--- config.mk ---
export PLATFORM = sky130hd
export DESIGN_NAME = synth_prog_if
export DESIGN_NICKNAME = d
export VERILOG_FILES = /design/src/rtl/ssp_pkg.sv /design/src/rtl/ssp_sync.sv /design/src/rtl/ssp_shift.sv /design/src/rtl/ssp_regs.sv /design/src/rtl/synth_prog_if.sv
export SDC_FILE = /design/constraint.sdc
export NUM_CORES = 1
export LEC_CHECK = 0
export BUFFER_PORTS_ARGS = -buffer_cell sky130_fd_sc_hd__buf_2
export CAP_MARGIN = 20
export CORE_UTILIZATION = 31
export CTS_CLUSTER_DIAMETER = 30
export DETAILED_ROUTE_END_ITERATION = 6
export GPL_ROUTABILITY_DRIVEN = 0
export SETUP_SLACK_MARGIN = 0.3
export SYNTH_ARGS = -nofsm -noshare
export SYNTH_HDL_FRONTEND = slang
export SYNTH_SLANG_ARGS = --single-unit
--- constraint.sdc ---
create_clock -name clk -period 3 [get_ports clk]
set_input_delay 0.45 -clock clk [delete_from_list [all_inputs] [get_ports clk]]
set_output_delay 0.45 -clock clk [all_outputs]
set_load 0.02 [all_outputs]
--- src/rtl/ssp_pkg.sv ---
package ssp_pkg;
  localparam int REF_W     = 14;
  localparam int SWL_W     = 7;
  localparam int CNT_W     = 11;
  localparam int FLAG_W    = 3;
  localparam int WORD_W    = 1 + SWL_W + CNT_W;
  localparam int REFWORD_W = 1 + REF_W + FLAG_W;

  typedef struct packed {
    logic             mon_sel;
    logic             ps;
    logic             sw;
    logic [REF_W-1:0] ratio;
  } ref_cfg_t;

  typedef struct packed {
    logic [CNT_W-1:0] count;
    logic [SWL_W-1:0] swallow;
  } main_cfg_t;
endpackage

--- src/rtl/ssp_sync.sv ---
module ssp_sync #(
  parameter int WIDTH  = 3,
  parameter int STAGES = 2
) (
  input  logic             clk,
  input  logic             rst_n,
  input  logic [WIDTH-1:0] din,
  output logic [WIDTH-1:0] dout
);
  logic [STAGES-1:0][WIDTH-1:0] stage_q;

  for (genvar s = 0; s < STAGES; s++) begin : g_stage
    logic [WIDTH-1:0] stage_d;
    if (s == 0) begin : g_first
      always_comb stage_d = din;
    end else begin : g_next
      always_comb stage_d = stage_q[s-1];
    end
    always_ff @(posedge clk or negedge rst_n) begin
      if (!rst_n) stage_q[s] <= '0;
      else        stage_q[s] <= stage_d;
    end
  end

  assign dout = stage_q[STAGES-1];
endmodule

--- src/rtl/ssp_shift.sv ---
module ssp_shift #(
  parameter int WIDTH = ssp_pkg::WORD_W
) (
  input  logic             clk,
  input  logic             rst_n,
  input  logic             sclk_s,
  input  logic             sdata_s,
  output logic [WIDTH-1:0] word_q
);
  logic             sclk_p;
  logic             shift_en;
  logic [WIDTH-1:0] word_d;

  always_comb begin
    shift_en = sclk_s & ~sclk_p;
    word_d   = word_q;
    if (shift_en) word_d = {word_q[WIDTH-2:0], sdata_s};
  end

  always_ff @(posedge clk or negedge rst_n) begin
    if (!rst_n) begin
      sclk_p <= 1'b0;
      word_q <= '0;
    end else begin
      sclk_p <= sclk_s;
      word_q <= word_d;
    end
  end

  // a new bit always enters at bit 0 and the older bits move up
  assert_shift_R1: assert property (@(posedge clk) disable iff (!rst_n)
    shift_en |=> (word_q[0] == $past(sdata_s)) && (word_q[WIDTH-1:1] == $past(word_q[WIDTH-2:0])));

  assert_idle_R1: assert property (@(posedge clk) disable iff (!rst_n)
    !shift_en |=> $stable(word_q));
endmodule

--- src/rtl/ssp_regs.sv ---
module ssp_regs
  import ssp_pkg::*;
(
  input  logic              clk,
  input  logic              rst_n,
  input  logic [WORD_W-1:0] word,
  input  logic              le_s,
  output ref_cfg_t          ref_q,
  output main_cfg_t         main_q,
  output logic              ref_upd,
  output logic              main_upd
);
  logic      le_p;
  logic      le_rise;
  logic      wr_ref;
  logic      wr_main;
  ref_cfg_t  ref_d;
  main_cfg_t main_d;

  always_comb begin
    le_rise = le_s & ~le_p;
    wr_ref  = le_rise & word[0];
    wr_main = le_rise & ~word[0];
    ref_d   = ref_q;
    main_d  = main_q;
    if (wr_ref)  ref_d  = ref_cfg_t'(word[REFWORD_W-1:1]);
    if (wr_main) main_d = main_cfg_t'(word[WORD_W-1:1]);
  end

  always_ff @(posedge clk or negedge rst_n) begin
    if (!rst_n) begin
      le_p     <= 1'b0;
      ref_q    <= '0;
      main_q   <= '0;
      ref_upd  <= 1'b0;
      main_upd <= 1'b0;
    end else begin
      le_p     <= le_s;
      ref_q    <= ref_d;
      main_q   <= main_d;
      ref_upd  <= wr_ref;
      main_upd <= wr_main;
    end
  end

  assert_ref_load_R3: assert property (@(posedge clk) disable iff (!rst_n)
    wr_ref |=> (ref_q == ref_cfg_t'($past(word[REFWORD_W-1:1]))) && ref_upd);

  assert_main_load_R4: assert property (@(posedge clk) disable iff (!rst_n)
    wr_main |=> (main_q == main_cfg_t'($past(word[WORD_W-1:1]))) && main_upd);

  assert_ref_hold_R6: assert property (@(posedge clk) disable iff (!rst_n)
    !wr_ref |=> $stable(ref_q) && !ref_upd);

  assert_main_hold_R6: assert property (@(posedge clk) disable iff (!rst_n)
    !wr_main |=> $stable(main_q) && !main_upd);

  assert_excl_R7: assert property (@(posedge clk) disable iff (!rst_n)
    $countones({ref_upd, main_upd}) <= 1);

  assert_pulse_R7: assert property (@(posedge clk) disable iff (!rst_n)
    (ref_upd || main_upd) |=> !(ref_upd || main_upd));
endmodule

--- src/rtl/synth_prog_if.sv ---
module synth_prog_if
  import ssp_pkg::*;
#(
  parameter int SYNC_STAGES = 2
) (
  input  logic             clk,
  input  logic             rst_n,
  input  logic             ser_clk,
  input  logic             ser_data,
  input  logic             ser_le,
  output logic [REF_W-1:0] ref_ratio,
  output logic             presc_mod64,
  output logic             pwr_save,
  output logic             mon_sel,
  output logic [SWL_W-1:0] swallow,
  output logic [CNT_W-1:0] main_count,
  output logic             ref_upd,
  output logic             main_upd
);
  logic              rst_meta;
  logic              rst_sync_n;
  logic [2:0]        ser_s;
  logic [WORD_W-1:0] word;
  ref_cfg_t          ref_q;
  main_cfg_t         main_q;

  always_ff @(posedge clk or negedge rst_n) begin
    if (!rst_n) begin
      rst_meta   <= 1'b0;
      rst_sync_n <= 1'b0;
    end else begin
      rst_meta   <= 1'b1;
      rst_sync_n <= rst_meta;
    end
  end

  ssp_sync #(.WIDTH(3), .STAGES(SYNC_STAGES)) i_sync (
    .clk   (clk),
    .rst_n (rst_sync_n),
    .din   ({ser_le, ser_data, ser_clk}),
    .dout  (ser_s)
  );

  ssp_shift #(.WIDTH(WORD_W)) i_shift (
    .clk     (clk),
    .rst_n   (rst_sync_n),
    .sclk_s  (ser_s[0]),
    .sdata_s (ser_s[1]),
    .word_q  (word)
  );

  ssp_regs i_regs (
    .clk      (clk),
    .rst_n    (rst_sync_n),
    .word     (word),
    .le_s     (ser_s[2]),
    .ref_q    (ref_q),
    .main_q   (main_q),
    .ref_upd  (ref_upd),
    .main_upd (main_upd)
  );

  always_comb begin
    ref_ratio   = ref_q.ratio;
    presc_mod64 = ref_q.sw;
    pwr_save    = ~ref_q.ps;
    mon_sel     = ref_q.mon_sel;
    swallow     = main_q.swallow;
    main_count  = main_q.count;
  end

  // decoded power-save output must mirror the inverted stored control
  assert_psave_R5: assert property (@(posedge clk) disable iff (!rst_sync_n)
    ref_upd |-> (pwr_save != $past(word[16])));
endmodule

### Yosys cells after proc, flatten, opt, wreduce, memory -nomap -nowiden

Cells that the tools add are included.

| cells by class | value |
|---|---|
| bitwise gates (word level) | 8 |

Operators by type and width:

| kind | number |
|---|---|
| 1-bit AND | 4 |
| 1-bit inverter | 4 |

| word-level totals | value |
|---|---|
| input port bits | 5 |
| logic and storage cells | 23 |
| bits in registers | 66 |
| output and inout bits | 37 |

### Depth between registers and ports, before layout

Gate-level depths: netlist of the first run.

| logic depth | value |
|---|---|
| word-level depth | 3 |
| gate-level depth with buffers | 4 |
| gate-level depth less buffers | 2 |

### Modules after synthesis

A second synthesis of the first run with hierarchy kept.

| second synthesis, totals | value |
|---|---|
| cells, all modules | 131 |
| area, all modules | 2462.4 µm² |

Modules (own cells, without submodules):

| module | area an instance (µm²) | instances | cells an instance | sequential area each (µm²) |
|---|---|---|---|---|
| ssp_regs | 1457.6 | 1 | 79 | 950.9 |
| ssp_shift | 797.0 | 1 | 42 | 500.5 |
| ssp_sync | 150.1 | 1 | 6 | 150.1 |
| synth_prog_if | 57.6 | 1 | 4 | 50.0 |

### Worst setup path after synthesis of the first run

No wires, ideal clock.

| timing | value |
|---|---|
| kind | register -> register |
| from | register i_shift.word_q[0] |
| to | register i_regs.main_q[0] (netlist name) |
| path buffers | 2 |
| library setup time | 125 ps |
| data required time | 2875 ps |
| data arrival time | 1197 ps |
| setup slack | 1678 ps |
| clock period less this slack | 1322 ps |
| cell stages (with the launch flop) | 5 |
| path through | dfrtp_1 nor3b_2 buf_6 buf_12 mux2_4 |

| between the ends | value |
|---|---|
| longest elaborated chain between the ends | 2 |

RTL lines:

| element | RTL line | source |
|---|---|---|
| start: declaration | ssp_shift.sv:8 | `output logic [WIDTH-1:0] word_q` |
| start signal: assignment | ssp_shift.sv:26 | `word_q <= word_d;` |
| 1-bit inverter | ssp_regs.sv:23 | `wr_main = le_rise & ~word[0];` |
| 1-bit AND | ssp_regs.sv:23 |  |
| named net i_regs.wr_main | ssp_regs.sv:16 | `logic wr_main;` |

The timed path passes the listed nets, and every way through them passes these cells.
A chain may end at the register's enable or synchronous reset.

### Worst setup path in the final report of the first run

| timing | value |
|---|---|
| from | register i_shift.word_q[0] |
| to | register i_regs.main_q[17] (netlist name) |

| between the ends | value |
|---|---|
| longest elaborated chain between the ends | 2 |

RTL lines:

| element | RTL line |
|---|---|
| 1-bit inverter | ssp_regs.sv:23 |
| 1-bit AND | ssp_regs.sv:23 |

Every way passes these cells.

==> results by stage, run 1 <==
Synth:
- The Yosys step of the flow raised 0 warnings.
- The number of storage elements in the synthesis netlist is 66.
- The combined area of all synthesized cells is approximately 0.0025 sq mm.
- For this run, the register share of the synthesized area comes to 0.659.
- The most area-hungry cell type in the Yosys netlist is sky130_fd_sc_hd__dfrtp_1.
- In this run the mean area of a mapped cell was between 15 and 20 sq um.
- The number of distinct library cell variants in the gate-level netlist after synthesis is 12.
- In the synthesized netlist the dominant register cell turns out to be sky130_fd_sc_hd__dfrtp_1.
- The number of nets handed over by synthesis was 150.
- The area share of the largest cell type after synthesis is 0.659.
- In this run, synthesis inferred 0 flip-flops with an integrated enable.
- Synthesis handed over a netlist of about 150 instances.
- Counting instances in the post-synthesis netlist gives the leading cell types as 66 x sky130_fd_sc_hd__dfrtp_1, 45 x sky130_fd_sc_hd__mux2_2, 14 x sky130_fd_sc_hd__buf_4.
- sky130_fd_sc_hd__dfrtp_1 is the most common cell in the netlist.
- Ranked by total cell area, the synthesized netlist is headed by sky130_fd_sc_hd__dfrtp_1 66%, sky130_fd_sc_hd__mux2_2 20%, sky130_fd_sc_hd__mux2_4 5.4%, sky130_fd_sc_hd__buf_4 4.2%, sky130_fd_sc_hd__buf_6 1.3%.
- Counting flops with an async set or reset pin after synthesis yields a share of 1.00.

STA:
- The worst max-slew margin expressed relative to the limit is 0.397.
- The period utilization is 0.586.
- The final number of hold-violating endpoints was 0.
- For the pin with the worst max-slew slack, the measured transition is 0.900 ns.
- The final hold slack is around 0.22 ns.
- The maximum clock skew at final layout is roughly 0.0024 ns.
- Setup repair after global routing left no endpoint under its margin.
- The time the worst path needs with I/O delays and setup is about 1.8 ns.
- Setup violations remaining at the end of the flow were counted as 0.
- The final max-slew violation count is 0.
- The achievable frequency is around 570 MHz.
- Once routing completed, OpenROAD measured the worst setup slack at ~1.2 ns.
- For the final routed database, the setup TNS stands at 0 ns.

Place:
- The pre-CTS setup slack is between 1 and 1.5 ns.
- The count of buffers from port buffering is between 40 and 50.
- Once detailed placement completed, the half-perimeter wirelength came to 2.48 mm.

Worst setup path:
- For the worst setup path, the data required time is 3.22 ns.
- The largest fanout of any net on the critical path is 12.
- STA classifies the critical path endpoint as a flip-flop.
- STA classifies the critical path startpoint as a flip-flop.
- The start of the worst register-to-register path is i_shift.word_q[0].
- In this run the worst setup path begins at i_shift.word_q[0].
- The critical path data arrival time is about 2 ns.
- The classification of the worst setup path is flip-flop to flip-flop.

Die:
- The effective utilization at floorplan is 0.323.
- For this design the top-level I/O count stands at 42.
- The standard-cell row count is 32.
- The die covers roughly 0.0085 sq mm.
- The core region is a little under 0.008 sq mm.
- The die width is 91.9 um.
- The floorplan die height is roughly 92 um.

Pwr:
- The total leakage power is 1.46 nW.
- Of the total power, combinational logic draws 0.257.
- The portion of total power attributed to sequential cells is 0.472.
- The net switching power is a little under 900 uW.
- VDD sags by at most roughly 0.36 mV.
- The share of total power dissipated in the clock network is 0.270.
- The proportion of total power due to net switching is 0.306.
- The cell area power density is between 900 and 1000 mW/mm^2.
- The internal portion of the total power is between 1.5 and 2 mW.

Clocking:
- The H-tree depth is 3.
- The worst-skew pair later-pin latency is roughly 0.33 ns.
- The number of buffers inserted to repair setup after CTS is 0.
- The clock transition at the registers of the reported paths is roughly 0.070 ns.
- The number of buffers added by the clock tree synthesis step is 9.
- TritonCTS built the clock tree.
- The buffer cell driving the clock tree root is sky130_fd_sc_hd__clkbuf_8.
- The maximum clock insertion buffer count is 2.
- The total number of clock tree sinks is between 60 and 70.
- After clock tree synthesis, the repair step resized 0 gates.
- Buffers inserted to repair hold after CTS numbered 1.

GRT:
- The largest net degree at the start of global routing is a little over 40.
- Across every metal layer, demand over resource in global routing totals 0.107.
- The remaining global-route overflow is 0.
- The number of global-route vias before repair is between 1000 and 1500.
- The initial antenna violation count is 0.
- The first global-routing pass estimated between 6 and 7 mm of wire.

Status:
- The run finished with clean final reports.

Detailed routing:
- The final route contains roughly 1200 vias.
- The final routed DRC violation total is 0.
- The total detailed-routing wirelength is roughly 3.9 mm.
- The violation count after the first detailed-routing iteration is between 50 and 60.
- The number of search-and-repair iterations in the first detailed-routing pass is 4.
- In this run the remaining antenna-violating nets after routing total 0.
- The post-detailed-route via-to-cell ratio is approximately 4.2.
- In the final routed layout, each cell accounts on average for around 13 um.

Worst hold path:
- The worst hold path begins at ser_clk.
- The class of the tightest hold or removal check is input port to flip-flop.

Cells and area:
- After the last flow step, the layout net total stands at roughly 190.
- The total inserted antenna cells is 0.
- The area overhead of the layout relative to synthesis is 16.9%.
- The sequential cells in the finished layout cover a total of between 0.0015 and 0.002 sq mm.
- The multi-input gate area in the final layout is 693 sq um.
- Fill cells in the final layout number ~760.
- Of the cells placed in the final design, the portion with a size suffix greater than 1 is 0.629.

Run:
- The number of max-cap violations is 0.
## flip-flops by register name, indices dropped and copies added, names as in the netlist, 3 cells and up
signal and flops:
i_shift.word_q 19, i_sync.dout 3, i_regs.ref_q 17, i_sync.g_stage.stage_d 3
i_regs.main_q 18
## layer usage
layer  vias to the layer above  wire length [um]  GRT usage
li1                        551                 -          -
met1                       615              1780      0.123
met2                        34              1790      0.168
met3                         6               228     0.0506
met4                         0                68     0.0508
met5                         -                 0          0
## kinds of logic after synthesis
kind of cell	synth area share
multiplexers	0.256
flip-flops	0.659
buffers and inverters	0.0684
other	0.00150
AND/OR/NAND/NOR	0.0155
## path summary, 6_finish.rpt
kind	slack (ns)	cells after the start	end
setup / recovery	1.24	3	i_regs.main_q[17]
hold / removal	0.22	1	i_sync.g_stage[1].stage_d[0]
setup reg to reg	1.24	3	i_regs.main_q[17]
hold reg to reg	0.26	0	i_regs.main_q[6]
max in group asynchronous	1.84	1	i_regs.main_q[4]
min in group asynchronous	0.26	0	i_regs.main_q[6]
## layout by cell type (no fill, tap or decap), drive strengths merged
master,count
dfrtp,66
mux2,54
buf,43
clkbuf,16
inv,2
nor3b,1
nand3b,1
nor2b,1
dlygate4sd3,1
conb,1
## metrics by stage
step                      power, mW  std cells  utilization  cell area (sq um)
after global placement         2.10        271        0.348               2700
final                          2.86        288        0.377               2930
after CTS                      2.91        288        0.377               2930
after global routing           3.03        288        0.377               2930
after floorplan                1.97        145            -               2510
after detailed placement       2.12        271        0.348               2700
## power by group through the flow
| stage | logic [mW] | registers, mW | clock network (mW) |
|---|---|---|---|
| 3_3_place_gp | 0.730 | 1.37 | 0 |
| 3_5_place_dp | 0.746 | 1.37 | 0 |
| 6_report | 0.736 | 1.35 | 0.773 |
| 5_1_grt | 0.789 | 1.40 | 0.844 |
| 4_1_cts | 0.748 | 1.36 | 0.804 |
| 2_1_floorplan | 0.534 | 1.44 | 0 |
## layout make-up
cell class,count,area share
Tap cell,102,0.0435
Timing Repair Buffer,44,0.0785
Inverter,2,0.00256
Clock buffer,16,0.0751
Multi-Input combinational cell,58,0.236
Sequential cell,66,0.564
## critical path, cell delays in order (launching register included)
cell                      delay [ns]
sky130_fd_sc_hd__dfrtp_1        0.46
sky130_fd_sc_hd__nor3b_4        0.48
sky130_fd_sc_hd__buf_4          0.34
sky130_fd_sc_hd__mux2_2         0.36
No activity file was read; power rests on OpenSTA's default activity.
==> run 2: changes to the inputs <==
==> constraint.sdc (replaced) <==
create_clock -name clk -period 1.7 [get_ports clk]
set_input_delay 0.255 -clock clk [delete_from_list [all_inputs] [get_ports clk]]
set_output_delay 0.255 -clock clk [all_outputs]
set_load 0.02 [all_outputs]
==> results by stage, run 2 (synthesis results as in run 1) <==
Status:
- Run status: finished clean (unchanged).

Cells and area:
- Commonest cells after routing, fill and taps aside: 64 x sky130_fd_sc_hd__dfrtp_1, 41 x sky130_fd_sc_hd__buf_2, 36 x sky130_fd_sc_hd__mux2_2 (was 65 x sky130_fd_sc_hd__dfrtp_1, 45 x sky130_fd_sc_hd__mux2_2, 41 x sky130_fd_sc_hd__buf_2).
- The count of non-filler cells in the finished layout is 293 (was 288).
- The area overhead of the layout relative to synthesis is 18.6% (was 16.9%).
- The leading cell type in the layout, fill and taps excluded is sky130_fd_sc_hd__dfrtp_1 (unchanged).
- The total inserted antenna cells is 0 (unchanged).
- The share of layout cells above drive strength 1 is 0.634 (was 0.629).
- The area of all placed cells without fillers is 0.00297 sq mm (was 0.00293 sq mm).
- Regs by FF count: i_shift.word_q x19, i_regs.main_q x18, i_regs.ref_q x17 (unchanged).
- The final net count is 191 (was 186).
- The share of the core filled with cells is 0.383 (was 0.377).
- The register containing the most flip-flops in the final layout is i_shift.word_q (unchanged).
- The flip-flop count of the largest register, all copies and words added is 19 (unchanged).

Place:
- The area after detailed placement is 0.00272 sq mm (was 0.00270 sq mm).
- The count of buffers from port buffering came to 41 (unchanged).
- The number of cells in the design after placement is 274 (was 271).
- The pre-CTS setup slack is 0.268 ns (was 1.20 ns).
- The HPWL after detailed placement is 2.50 mm (was 2.48 mm).

STA:
- The final hold slack is 0.0348 ns (was 0.217 ns).
- The achievable frequency is 730 MHz (was 569 MHz).
- The final number of hold-violating endpoints is 0 (unchanged).
- The maximum clock skew at final layout is 0.00550 ns (was 0.00244 ns).
- The final max-slew violation count came to 0 (unchanged).
- The final-layout setup total negative slack was 0 ns (unchanged).
- The number of setup violations in the final report is 0 (unchanged).
- Unrepaired setup endpoints after global routing: yes (was no).
- The period utilization is 0.805 (was 0.586).
- The time the worst path needs with I/O delays and setup came to 1.37 ns (was 1.76 ns).
- The slack of the critical path was 0.331 ns (was 1.24 ns).

Worst hold path:
- The class of the tightest hold or removal check is input port to flip-flop (unchanged).
- The worst hold path stage count was 1 (unchanged).
- The source of the worst hold timing path is ser_data (was ser_clk).
- The endpoint of the worst hold-timing path is i_sync.g_stage[1].stage_d[1] (was i_sync.g_stage[1].stage_d[0]).

Detailed routing:
- The count of nets left with antenna violations after detail routing is 0 (unchanged).
- The wire length per cell after detailed routing came to 13.7 um (was 13.4 um).
- The total detailed-routing wirelength is 4.01 mm (was 3.87 mm).
- The number of search-and-repair iterations in the first detailed-routing pass was 4 (unchanged).
- The post-detailed-route via-to-cell ratio is 4.26 (was 4.19).
- The via count is 1247 (was 1206).
- The violation count after the first detailed-routing iteration is 40 (was 51).
- The final routed DRC violation total is 0 (unchanged).

Pwr:
- The final total power is 4.95 mW (was 2.86 mW).
- The cell area power density is 1660 mW/mm^2 (was 975 mW/mm^2).
- The total leakage power was 1.50 nW (was 1.46 nW).
- The maximum ir drop on the vdd rail is 0.880 mV (was 0.359 mV).

Worst setup path:
- The largest fanout of any net on the critical path is 8 (was 12).
- The critical register-to-register path endpoint is i_regs.main_q[7] (was i_regs.main_q[17]).
- The reg-to-reg setup timing slack is 0.33 ns (was 1.24 ns).
- The element type at the critical path start is a flip-flop (unchanged).
- The delay of the slowest cell on the worst path is 0.44 ns (was 0.48 ns).
- The start of the worst register-to-register path is i_shift.word_q[0] (unchanged).
- The classification of the worst setup path was flip-flop to flip-flop (unchanged).
- The endpoint kind of the worst setup timing path is a flip-flop (unchanged).
- The worst path required time is 1.91 ns (was 3.22 ns).
- Critical Path, Cell by Cell: nor3b_4 -> buf_6 -> mux2_4 (was nor3b_4 -> buf_4 -> mux2_2).
- The launching instance or port of the critical path is i_shift.word_q[0] (unchanged).
- The worst reg2reg path depth is 3 (unchanged).
- The critical path data arrival time is 1.58 ns (was 1.98 ns).
- The slowest library cell on the worst path is sky130_fd_sc_hd__dfrtp_2 (was sky130_fd_sc_hd__nor3b_4).

GRT:
- The wire length of the first global-routing pass is 6.67 mm (was 6.69 mm).
- The number of global-route vias before repair is 1319 (was 1341).
- The initial antenna violation count is 0 (unchanged).
- The total track usage is 0.104 (was 0.107).
- The remaining global-route overflow is 0 (unchanged).
- The largest net degree at the start of global routing is 36 (was 41).

Clocking:
- The worst-skew pair later-pin latency is 0.33 ns (about the same).
- The H-tree depth is 3 (unchanged).
- The buffer cell driving the clock tree root is sky130_fd_sc_hd__clkbuf_8 (unchanged).
- The total number of clock tree sinks came to 66 (unchanged).
- The number of buffers added by the clock tree synthesis step was 9 (unchanged).
- The TritonCTS clock tree is built (unchanged).
- The clock transition at the registers of the reported paths is 0.07 ns (about the same).
- The maximum clock insertion buffer count is 2 (unchanged).

Die:
- The area of the die is 0.00845 sq mm (unchanged).
- The core box area was 0.00777 sq mm (unchanged).
- The number of top-level pins came to 42 (unchanged).
- The effective utilization at floorplan is 0.323 (unchanged).
- The floorplan die height is 91.9 um (unchanged).
- The die width is 91.9 um (unchanged).
- The standard-cell row count is 32 (unchanged).

Run:
- The number of max-cap violations is 0 (unchanged).
run 2: cell types whose count changed in the layout (fill, tap and decap cells not counted), moves of 2 or more:
cell | previous run | this run
sky130_fd_sc_hd__mux2_4 | 9 | 18
sky130_fd_sc_hd__buf_4 | 2 | 5
sky130_fd_sc_hd__clkbuf_1 | 0 | 2
sky130_fd_sc_hd__clkbuf_8 | 16 | 12
sky130_fd_sc_hd__clkinv_2 | 0 | 2
sky130_fd_sc_hd__buf_6 | 0 | 2
sky130_fd_sc_hd__mux2_2 | 45 | 36
run 2: how the worst max path moves through the flow:
stage                                  end
after detailed placement  i_regs.main_q[2]
after floorplan           i_regs.main_q[0]
final                     i_regs.main_q[7]
after global placement    i_regs.main_q[2]
after CTS                 i_regs.main_q[7]
after global routing      i_regs.main_q[7]
run 2: critical path, delay by kind of cell, from the launching register on:
family	cells	cell delay, ns
buf+inv	1	0.22
flops	1	0.44
mux	1	0.31
simple gates	1	0.28
run 2: area by class of cell:
class	count	area (sq um)
clock buffers	14	173
clock inverters	2	10.0
fillers	763	4790
inverters	2	7.51
multi-input cells	58	727
flip-flops and latches	66	1650
well taps	102	128
repair buffers	49	275
run 2: report_power, final:
group	leakage, nW	internal (mW)	switching [mW]
Combinational	0.565	0.698	0.687
Sequential	0.835	2.06	0.325
Clock	0.0965	0.646	0.533
run 2: what timing repair did:
| item | CTS | global route |
|---|---|---|
| hold buffers | 1 | 0 |
| resized for setup | 1 | 13 |
| setup endpoints to repair | 8 | 18 |
| cloned | 0 | 1 |
| pin swaps | 0 | 1 |
| endpoints found under the hold margin | 2 | 0 |
| buffers inserted | 0 | 1 |
run 2: layer usage:
layer | wire, um | vias to the layer above | global-route usage
met3 | 214 | 0 | 0.0439
met2 | 1930 | 34 | 0.154
met5 | 0 | - | 0
li1 | - | 568 | -
met4 | 0 | 0 | 0.0352
met1 | 1870 | 645 | 0.135
